**config.mk**
```make
export PLATFORM = sky130hd
export DESIGN_NAME = exu_core
export DESIGN_NICKNAME = d
export VERILOG_FILES = /design/src/rtl/exu_pkg.sv /design/src/rtl/exu_regfile.sv /design/src/rtl/exu_imm_ext.sv /design/src/rtl/exu_alu.sv /design/src/rtl/exu_core.sv
export SDC_FILE = /design/constraint.sdc
export NUM_CORES = 2
export LEC_CHECK = 0
export BUFFER_PORTS_ARGS = -buffer_cell sky130_fd_sc_hd__clkbuf_2
export CAP_MARGIN = 20
export CORE_ASPECT_RATIO = 2
export CORE_MARGIN = 2
export CORE_UTILIZATION = 55
export DETAILED_ROUTE_END_ITERATION = 8
export GPL_TIMING_DRIVEN = 0
export PLACE_DENSITY = 0.76
export SETUP_SLACK_MARGIN = 0.02
export SYNTH_ARGS = -nofsm -noshare
export SYNTH_HDL_FRONTEND = slang
export SYNTH_SLANG_ARGS = --single-unit
```
**constraint.sdc**
```tcl
create_clock -name clk -period 7.6 [get_ports clk]
set_clock_uncertainty 0.05 [all_clocks]
set_input_delay 0.38 -clock clk [delete_from_list [all_inputs] [get_ports clk]]
set_output_delay 0.38 -clock clk [all_outputs]
set_load 0.02 [all_outputs]
```
**src/rtl/exu_pkg.sv**
```systemverilog
// Package: shared sizes and operation codes for the execute unit.
// Assumes operation codes are produced by an upstream decoder.
package exu_pkg;
    localparam int XLEN = 32;
    localparam int NREG = 32;
    localparam int IDXW = $clog2(NREG);
    localparam int IMMW = 16;
    localparam int SHW  = $clog2(XLEN);

    typedef enum logic [3:0] {
        OP_ADD  = 4'd0,
        OP_SUB  = 4'd1,
        OP_AND  = 4'd2,
        OP_OR   = 4'd3,
        OP_NOR  = 4'd4,
        OP_XOR  = 4'd5,
        OP_SLL  = 4'd6,
        OP_SRL  = 4'd7,
        OP_ADDI = 4'd8,
        OP_ANDI = 4'd9,
        OP_ORI  = 4'd10,
        OP_XORI = 4'd11
    } exu_op_e;
endpackage

```
**src/rtl/exu_regfile.sv**
```systemverilog
// Module: register file with two combinational read ports and one write port.
// Assumes: entry 0 is hard-wired to zero; the write happens on the rising edge;
// the synchronous active-low reset clears every entry.
module exu_regfile #(
    parameter int DW = 32,
    parameter int NR = 32,
    localparam int AW = $clog2(NR)
) (
    input  logic          clk,
    input  logic          rst_n,
    input  logic          we,
    input  logic [AW-1:0] wa,
    input  logic [DW-1:0] wd,
    input  logic [AW-1:0] ra1,
    input  logic [AW-1:0] ra2,
    output logic [DW-1:0] rd1,
    output logic [DW-1:0] rd2
);
    logic [DW-1:0] entry [NR];

    for (genvar g = 0; g < NR; g++) begin : g_entry
        if (g == 0) begin : g_zero
            assign entry[g] = '0;
        end else begin : g_reg
            logic [DW-1:0] q;
            // Hold or update one register entry.
            always_ff @(posedge clk) begin
                if (!rst_n)
                    q <= '0;
                else if (we && wa == AW'(g))
                    q <= wd;
            end
            assign entry[g] = q;
        end
    end

    // Combinational read of both source entries.
    always_comb begin
        rd1 = entry[ra1];
        rd2 = entry[ra2];
    end
endmodule

```
**src/rtl/exu_imm_ext.sv**
```systemverilog
// Module: widens the 16-bit immediate according to the operation.
// Assumes: only ADDI sign-extends; every other operation zero-extends.
module exu_imm_ext
    import exu_pkg::*;
#(
    parameter int IW = IMMW,
    parameter int OW = XLEN
) (
    input  exu_op_e        op,
    input  logic [IW-1:0]  imm,
    output logic [OW-1:0]  imm_x
);
    // Choose sign or zero extension.
    always_comb begin
        if (op == OP_ADDI)
            imm_x = {{(OW-IW){imm[IW-1]}}, imm};
        else
            imm_x = {{(OW-IW){1'b0}}, imm};
    end
endmodule

```
**src/rtl/exu_alu.sv**
```systemverilog
// Module: integer ALU for register and immediate forms plus logical shifts.
// Assumes: arithmetic wraps without overflow; undefined codes give zero
// and are flagged as not legal.
module exu_alu
    import exu_pkg::*;
#(
    parameter int W  = XLEN,
    localparam int SW = $clog2(W)
) (
    input  exu_op_e       op,
    input  logic [W-1:0]  a,
    input  logic [W-1:0]  b,
    input  logic [W-1:0]  imm_x,
    input  logic [SW-1:0] sh,
    output logic [W-1:0]  y,
    output logic          legal
);
    // Select the operation result.
    always_comb begin
        legal = 1'b1;
        case (op)
            OP_ADD:  y = a + b;
            OP_SUB:  y = a - b;
            OP_AND:  y = a & b;
            OP_OR:   y = a | b;
            OP_NOR:  y = ~(a | b);
            OP_XOR:  y = a ^ b;
            OP_SLL:  y = a << sh;
            OP_SRL:  y = a >> sh;
            OP_ADDI: y = a + imm_x;
            OP_ANDI: y = a & imm_x;
            OP_ORI:  y = a | imm_x;
            OP_XORI: y = a ^ imm_x;
            default: begin
                y     = '0;
                legal = 1'b0;
            end
        endcase
    end
endmodule

```
**src/rtl/exu_core.sv**
```systemverilog
// Module: top of the single-cycle execute stage: register file, immediate
// widening and ALU, with write-back of the result on the rising edge.
// Assumes: inputs are stable before the edge; reads are combinational.
module exu_core
    import exu_pkg::*;
(
    input  logic             clk,
    input  logic             rst_n,
    input  logic             wr_en,
    input  logic [3:0]       op_code,
    input  logic [IDXW-1:0]  dst_idx,
    input  logic [IDXW-1:0]  src1_idx,
    input  logic [IDXW-1:0]  src2_idx,
    input  logic [IMMW-1:0]  imm16,
    input  logic [SHW-1:0]   shamt,
    output logic [XLEN-1:0]  result
);
    exu_op_e         op;
    logic [XLEN-1:0] a_val, b_val, imm_x, alu_y;
    logic            op_legal;
    logic            wr_fire;

    assign op      = exu_op_e'(op_code);
    assign wr_fire = wr_en & op_legal;
    assign result  = alu_y;

    exu_regfile #(.DW(XLEN), .NR(NREG)) u_rf (
        .clk (clk),
        .rst_n (rst_n),
        .we  (wr_fire),
        .wa  (dst_idx),
        .wd  (alu_y),
        .ra1 (src1_idx),
        .ra2 (src2_idx),
        .rd1 (a_val),
        .rd2 (b_val)
    );

    exu_imm_ext #(.IW(IMMW), .OW(XLEN)) u_ext (
        .op    (op),
        .imm   (imm16),
        .imm_x (imm_x)
    );

    exu_alu #(.W(XLEN)) u_alu (
        .op    (op),
        .a     (a_val),
        .b     (b_val),
        .imm_x (imm_x),
        .sh    (shamt),
        .y     (alu_y),
        .legal (op_legal)
    );
endmodule

```
==> impl_metrics.json, run 1 <==
{
  "status": "stopped before the end",
  "haltStage": "global routing",
  "error_line": "[ERROR GRT-0116] Global routing finished with congestion. Check the congestion regions in the DRC Viewer.",
  "start_util_pct": 55.45,
  "synth_area_leaders": "dfxtp_1 35%, mux4_2 14%, a21oi_1 9.7%",
  "cts_buffers": 84,
  "grt_usage_pct": 89.06,
  "pre_cts_slack_ns": -3.090,
  "holdBufCountCts": 0,
  "cts_sinks": 992,
  "io_pins": 75,
  "synth_top_family_by_area": "compound AO/OA/AOI/OAI gates",
  "overflow": 4266,
  "synth-simple-area-share_pct": 7.282,
  "gp_congestion": 1.371,
  "hpwl_um": 298700,
  "synth_nets": 6434,
  "synth_fa_ha_area_share_pct": 0.8186,
  "cts_max_path_buffers": 3,
  "yosys_warnings": 0,
  "clock_tree.htree_level_count": 3,
  "synth.avg_cell_area_um2": 9.045,
  "syn_area_um2": 57470,
  "die_w_um": 232.6,
  "async_flop_share_pct": 0,
  "synth-xor-area-share_pct": 0.7620,
  "yosys.area.top_type_share_pct": 34.55,
  "synth_edf_count": 0,
  "synth_cells": 6354,
  "ys.flop_type": "dfxtp_1",
  "die_y_um": 461.2,
  "synth.area.mux_share_pct": 21.89,
  "grt_pass1_wl_um": 707900,
  "grt_max_degree": 18,
  "yosys.area.top_type": "dfxtp_1",
  "ys_ff_latch": 992,
  "yosysSeqAreaShare_pct": 34.55,
  "rows": 167,
  "synth_compound_area_share_pct": 28.16,
  "synth.distinct_cells": 102,
  "port_buffers": 62,
  "grt_pass1_vias": 77940,
  "cts_root_buf": "clkbuf_16"
}
==> kinds of logic after synthesis <==
| logic type | after synthesis |
|---|---|
| compound gates | 2811 |
| xor+xnor | 50 |
| fa+ha+maj | 37 |
| buf+inv | 837 |
| flops | 992 |
| mux | 773 |
| simple gates | 854 |
==> through the flow <==
stage / utilization [%] / hold slack, ns / cell area (um2) / instances / TNS, ns
floorplan: - / 0.4327 / 57470 / 6354 / 0
global placement: 57.39 / 0.4442 / 59470 / 7768 / -3220.22
detailed placement: 58.48 / 0.4566 / 60610 / 7851 / -1596.40
CTS: 63.04 / 0.2318 / 65340 / 8049 / 0
==> synth_stat cells, types with 33 or more instances <==
cell      number
nor2b_1       33
mux2i_1      305
a211oi_1      74
nand2b_1      47
dfxtp_1      992
buf_2         96
a221oi_1      36
ha_1          36
nand3_1       84
mux2_2        91
clkbuf_1     550
nor3_1        77
inv_1         86
mux4_2       357
xnor2_1       38
a21oi_1     1111
a22o_1        47
a22oi_1      156
o21ai_0     1057
nand2_1      223
o22ai_1       37
o211ai_1      38
and3_1        33
a221o_1       44
nor2_1       231
==> per-layer routing <==
metal	overflow	GRT usage, %
met5	13	41.98
met2	2875	107.9
met4	1167	94.73
met3	129	74.67
met1	82	83.62
==> repair_timing <==
action | in CTS
resized for setup | 366
buffers inserted | 58
endpoints found under the setup margin | 942
pin swaps | 29
gates cloned | 0
==> run 2: changes to the inputs <==
--- a/config.mk
+++ b/config.mk
@@ -7,13 +7,11 @@
 export LEC_CHECK = 0
 export BUFFER_PORTS_ARGS = -buffer_cell sky130_fd_sc_hd__clkbuf_2
 export CAP_MARGIN = 20
-export CORE_ASPECT_RATIO = 2
 export CORE_MARGIN = 2
-export CORE_UTILIZATION = 55
+export CORE_UTILIZATION = 40
 export DETAILED_ROUTE_END_ITERATION = 8
 export GPL_TIMING_DRIVEN = 0
-export PLACE_DENSITY = 0.76
-export SETUP_SLACK_MARGIN = 0.02
+export PLACE_DENSITY_LB_ADDON = 0.15
 export SYNTH_ARGS = -nofsm -noshare
 export SYNTH_HDL_FRONTEND = slang
 export SYNTH_SLANG_ARGS = --single-unit
==> run 2 against run 1 <==
Compared with the run above: the flow now finishes, with violations (setup timing); area after synthesis is the same; synthesized cell count stayed put.
==> impl_metrics.json, run 2 <==
{
  "async_flop_share_pct": 0,
  "syn_area_um2": 57470,
  "whs_ns": 0.2790,
  "hpwl_um": 318900,
  "dr_wl_met3_um": 69850,
  "dpl.cell_count": 8414,
  "p_leak_nw": 26.08,
  "gp_congestion": 1.134,
  "final_cell_mix": "1097 x a21oi_1, 1048 x o21ai_0, 992 x dfxtp_1",
  "io_pins": 75,
  "postRouteAntennaNets": 0,
  "sequentialPowerShare_pct": 37.6,
  "clock_tree.htree_level_count": 3,
  "ys_ff_latch": 992,
  "slew_violations": 0,
  "endpoint_kind": "primary output",
  "core_um2": 143100,
  "clock.fmax_mhz": 124.4,
  "status": "finished with violations",
  "p_int_mw": 9.282,
  "switching_share_pct": 34.20,
  "synth.avg_cell_area_um2": 9.045,
  "synth.distinct_cells": 102,
  "cts_buffers": 109,
  "synth_edf_count": 0,
  "layout-area-overhead-vs-synth_pct": 20.02,
  "finalCritPeriodShare_pct": 105.8,
  "antenna_found_initial": 54,
  "drt-pass1-iter-count": 9,
  "violations": "setup timing",
  "rows": 139,
  "startpoint_type": "primary input",
  "wl_met2_um": 166600,
  "port_buffers": 62,
  "clk_pin_slew_ns": 0.06,
  "yosys_warnings": 0,
  "start_util_pct": 40.15,
  "top_register": "u_rf.g_entry.g_reg.q",
  "reg_top3": "u_rf.g_entry.g_reg.q x992",
  "finalHoldViolCount": 0,
  "cp_max_fo": 10,
  "die-area_um2": 146700,
  "cts_max_path_buffers": 3,
  "die_y_um": 383.1,
  "setup_violations": 37,
  "cts_sinks": 992,
  "die_w_um": 383.1,
  "cts_root_buf": "clkbuf_16",
  "critPathRequiredTime_ns": 7.17,
  "grt_usage_pct": 56.53,
  "cts_tree": "built",
  "fin_nets": 6818,
  "fin_crit_ns": 8.040,
  "wl_met1_um": 142700,
  "ys.flop_type": "dfxtp_1",
  "worstPathArrival_ns": 7.61,
  "vias_per_cell": 7.605,
  "yosysSeqAreaShare_pct": 34.55,
  "grt_pass1_vias": 59240,
  "peakVddDrop_mv": 0.1744,
  "p_sw_mw": 4.823,
  "power_frac_comb_pct": 21.7,
  "r2r_setup_slack_ns": 0.09,
  "clk-insertion-delay-late_ns": 0.79,
  "wirelength_um": 427700,
  "critical_path_class": "primary input to primary output",
  "maxCapViolations": 0,
  "synth_nets": 6434,
  "overflow": 0,
  "drive_gt1_share_pct": 20.46,
  "rsz0062_at_grt": "yes",
  "num-fill-cells": 13830,
  "grt_pass1_wl_um": 555500,
  "grt_max_degree": 16,
  "final_common_cell": "a21oi_1",
  "yosys.area.top_type": "dfxtp_1",
  "power.density_nw_per_um2": 204.5,
  "largest_reg_flops": 992,
  "yosysMostFrequentCell": "a21oi_1",
  "synth_cells": 6354,
  "synth_area_leaders": "dfxtp_1 35%, mux4_2 14%, a21oi_1 9.7%",
  "num_vias": 66790,
  "fin_cells": 8783,
  "hp-class": "primary input to flop",
  "drtIter0Drc": 12340,
  "clkPwrFrac_pct": 40.7,
  "tightest_slew_ns": 1.390,
  "drc": 0,
  "fin_ws_ns": -0.4405,
  "yosys.area.top_type_share_pct": 34.55,
  "synth_commonest_cells": "1111 x a21oi_1, 1057 x o21ai_0, 992 x dfxtp_1, 550 x clkbuf_1, 357 x mux4_2",
  "max-slew-margin-rel_pct": 7.316,
  "wl_per_cell_um": 48.70,
  "top_layer": "met5"
}
[run 2: cell counts after synthesis]
No cell type changed its count.
[run 2: through the flow]
stage / TNS [ns] / instance area [um2] / setup WS, ns / total power [mW] / utilization, %
6_report: -4.548 / 68980 / -0.4405 / 14.11 / 48.19
5_1_grt: -0.2111 / 68840 / -0.1499 / 14.11 / 48.10
2_1_floorplan: 0 / 57470 / 0.7995 / 6.597 / -
3_3_place_gp: -4561.94 / 60160 / -7.204 / 7.858 / 42.03
4_1_cts: 0 / 67770 / 0.002227 / 13.64 / 47.35
3_5_place_dp: -2385.65 / 61550 / -4.133 / 7.932 / 43.00
[run 2: path summary, 6_finish.rpt]
kind                                              startpoint                      endpoint  depth (start not counted)
worst max-delay path                             src1_idx[2]                    result[19]                         20
worst min-delay path                               imm16[14]  u_rf.g_entry[26].g_reg.q[14]                          6
worst max register to register  u_rf.g_entry[21].g_reg.q[16]  u_rf.g_entry[14].g_reg.q[30]                         26
worst min register to register   u_rf.g_entry[3].g_reg.q[24]   u_rf.g_entry[3].g_reg.q[24]                          2
[run 2: logic make-up (layout without fill, tap and decap cells)]
kind of cell,count (synthesis),in the layout,synth area share (%)
AO/OA/AOI/OAI,2811,2811,28.16
XOR/XNOR,50,50,0.7620
buffers and inverters,837,1307,6.531
other,0,56,0
flip-flops,992,992,34.55
multiplexers,773,773,21.89
AND/OR/NAND/NOR,854,854,7.282
adder cells (fa/ha/maj),37,37,0.8186
[run 2: final cells by class]
| class | count | area, um2 | share of cell area [%] |
|---|---|---|---|
| multi-input cells | 4525 | 35120 | 50.91 |
| flip-flops and latches | 992 | 19860 | 28.79 |
| plain buffers | 720 | 4516 | 6.547 |
| clock buffers | 155 | 3173 | 4.600 |
| repair buffers | 302 | 2924 | 4.239 |
| well taps | 1903 | 2381 | 3.452 |
| clock inverters | 42 | 518.0 | 0.7510 |
| inverters | 88 | 349.1 | 0.5061 |
| diodes | 56 | 140.1 | 0.2032 |
[run 2: per-layer routing]
metal  global-route usage (%)  up-vias
met5                    2.216        -
met4                    51.45       43
met3                    32.24     2161
met2                    75.55     6939
met1                    62.58    32730
li1                         -    24920
[run 2: power by group through the flow]
stage               registers (mW)  logic, mW  clock network, mW
floorplan                     5.39       1.20                  0
global placement              5.41       2.44                  0
detailed placement            5.41       2.52                  0
CTS                           5.30       2.71               5.63
global route                  5.31       2.96               5.84
finish                        5.31       3.06               5.74
[run 2: critical path: stages]
cell and delay, ns:
clkbuf_2 0.14, buf_4 0.36, buf_2 0.40, buf_8 0.24
clkbuf_4 0.53, clkbuf_4 0.59, mux4_2 0.45, a22oi_1 0.31
nand2_1 0.31, a211oi_2 0.54, buf_6 0.25, mux2i_1 0.11
a21oi_1 0.18, or2_2 0.35, o22ai_1 0.46, or4_1 0.65
a21oi_4 0.43, buf_2 0.42, inv_1 0.22, clkbuf_2 0.20
[run 2: repair_timing]
item | in CTS | in global routing
pin swaps | 37 | 37
setup buffers | 88 | 44
cloned | 0 | 1
hold buffers | 0 | 0
gates resized for setup | 462 | 141
setup endpoints to repair | 1018 | 189
Power figures use the tool's default switching activity.
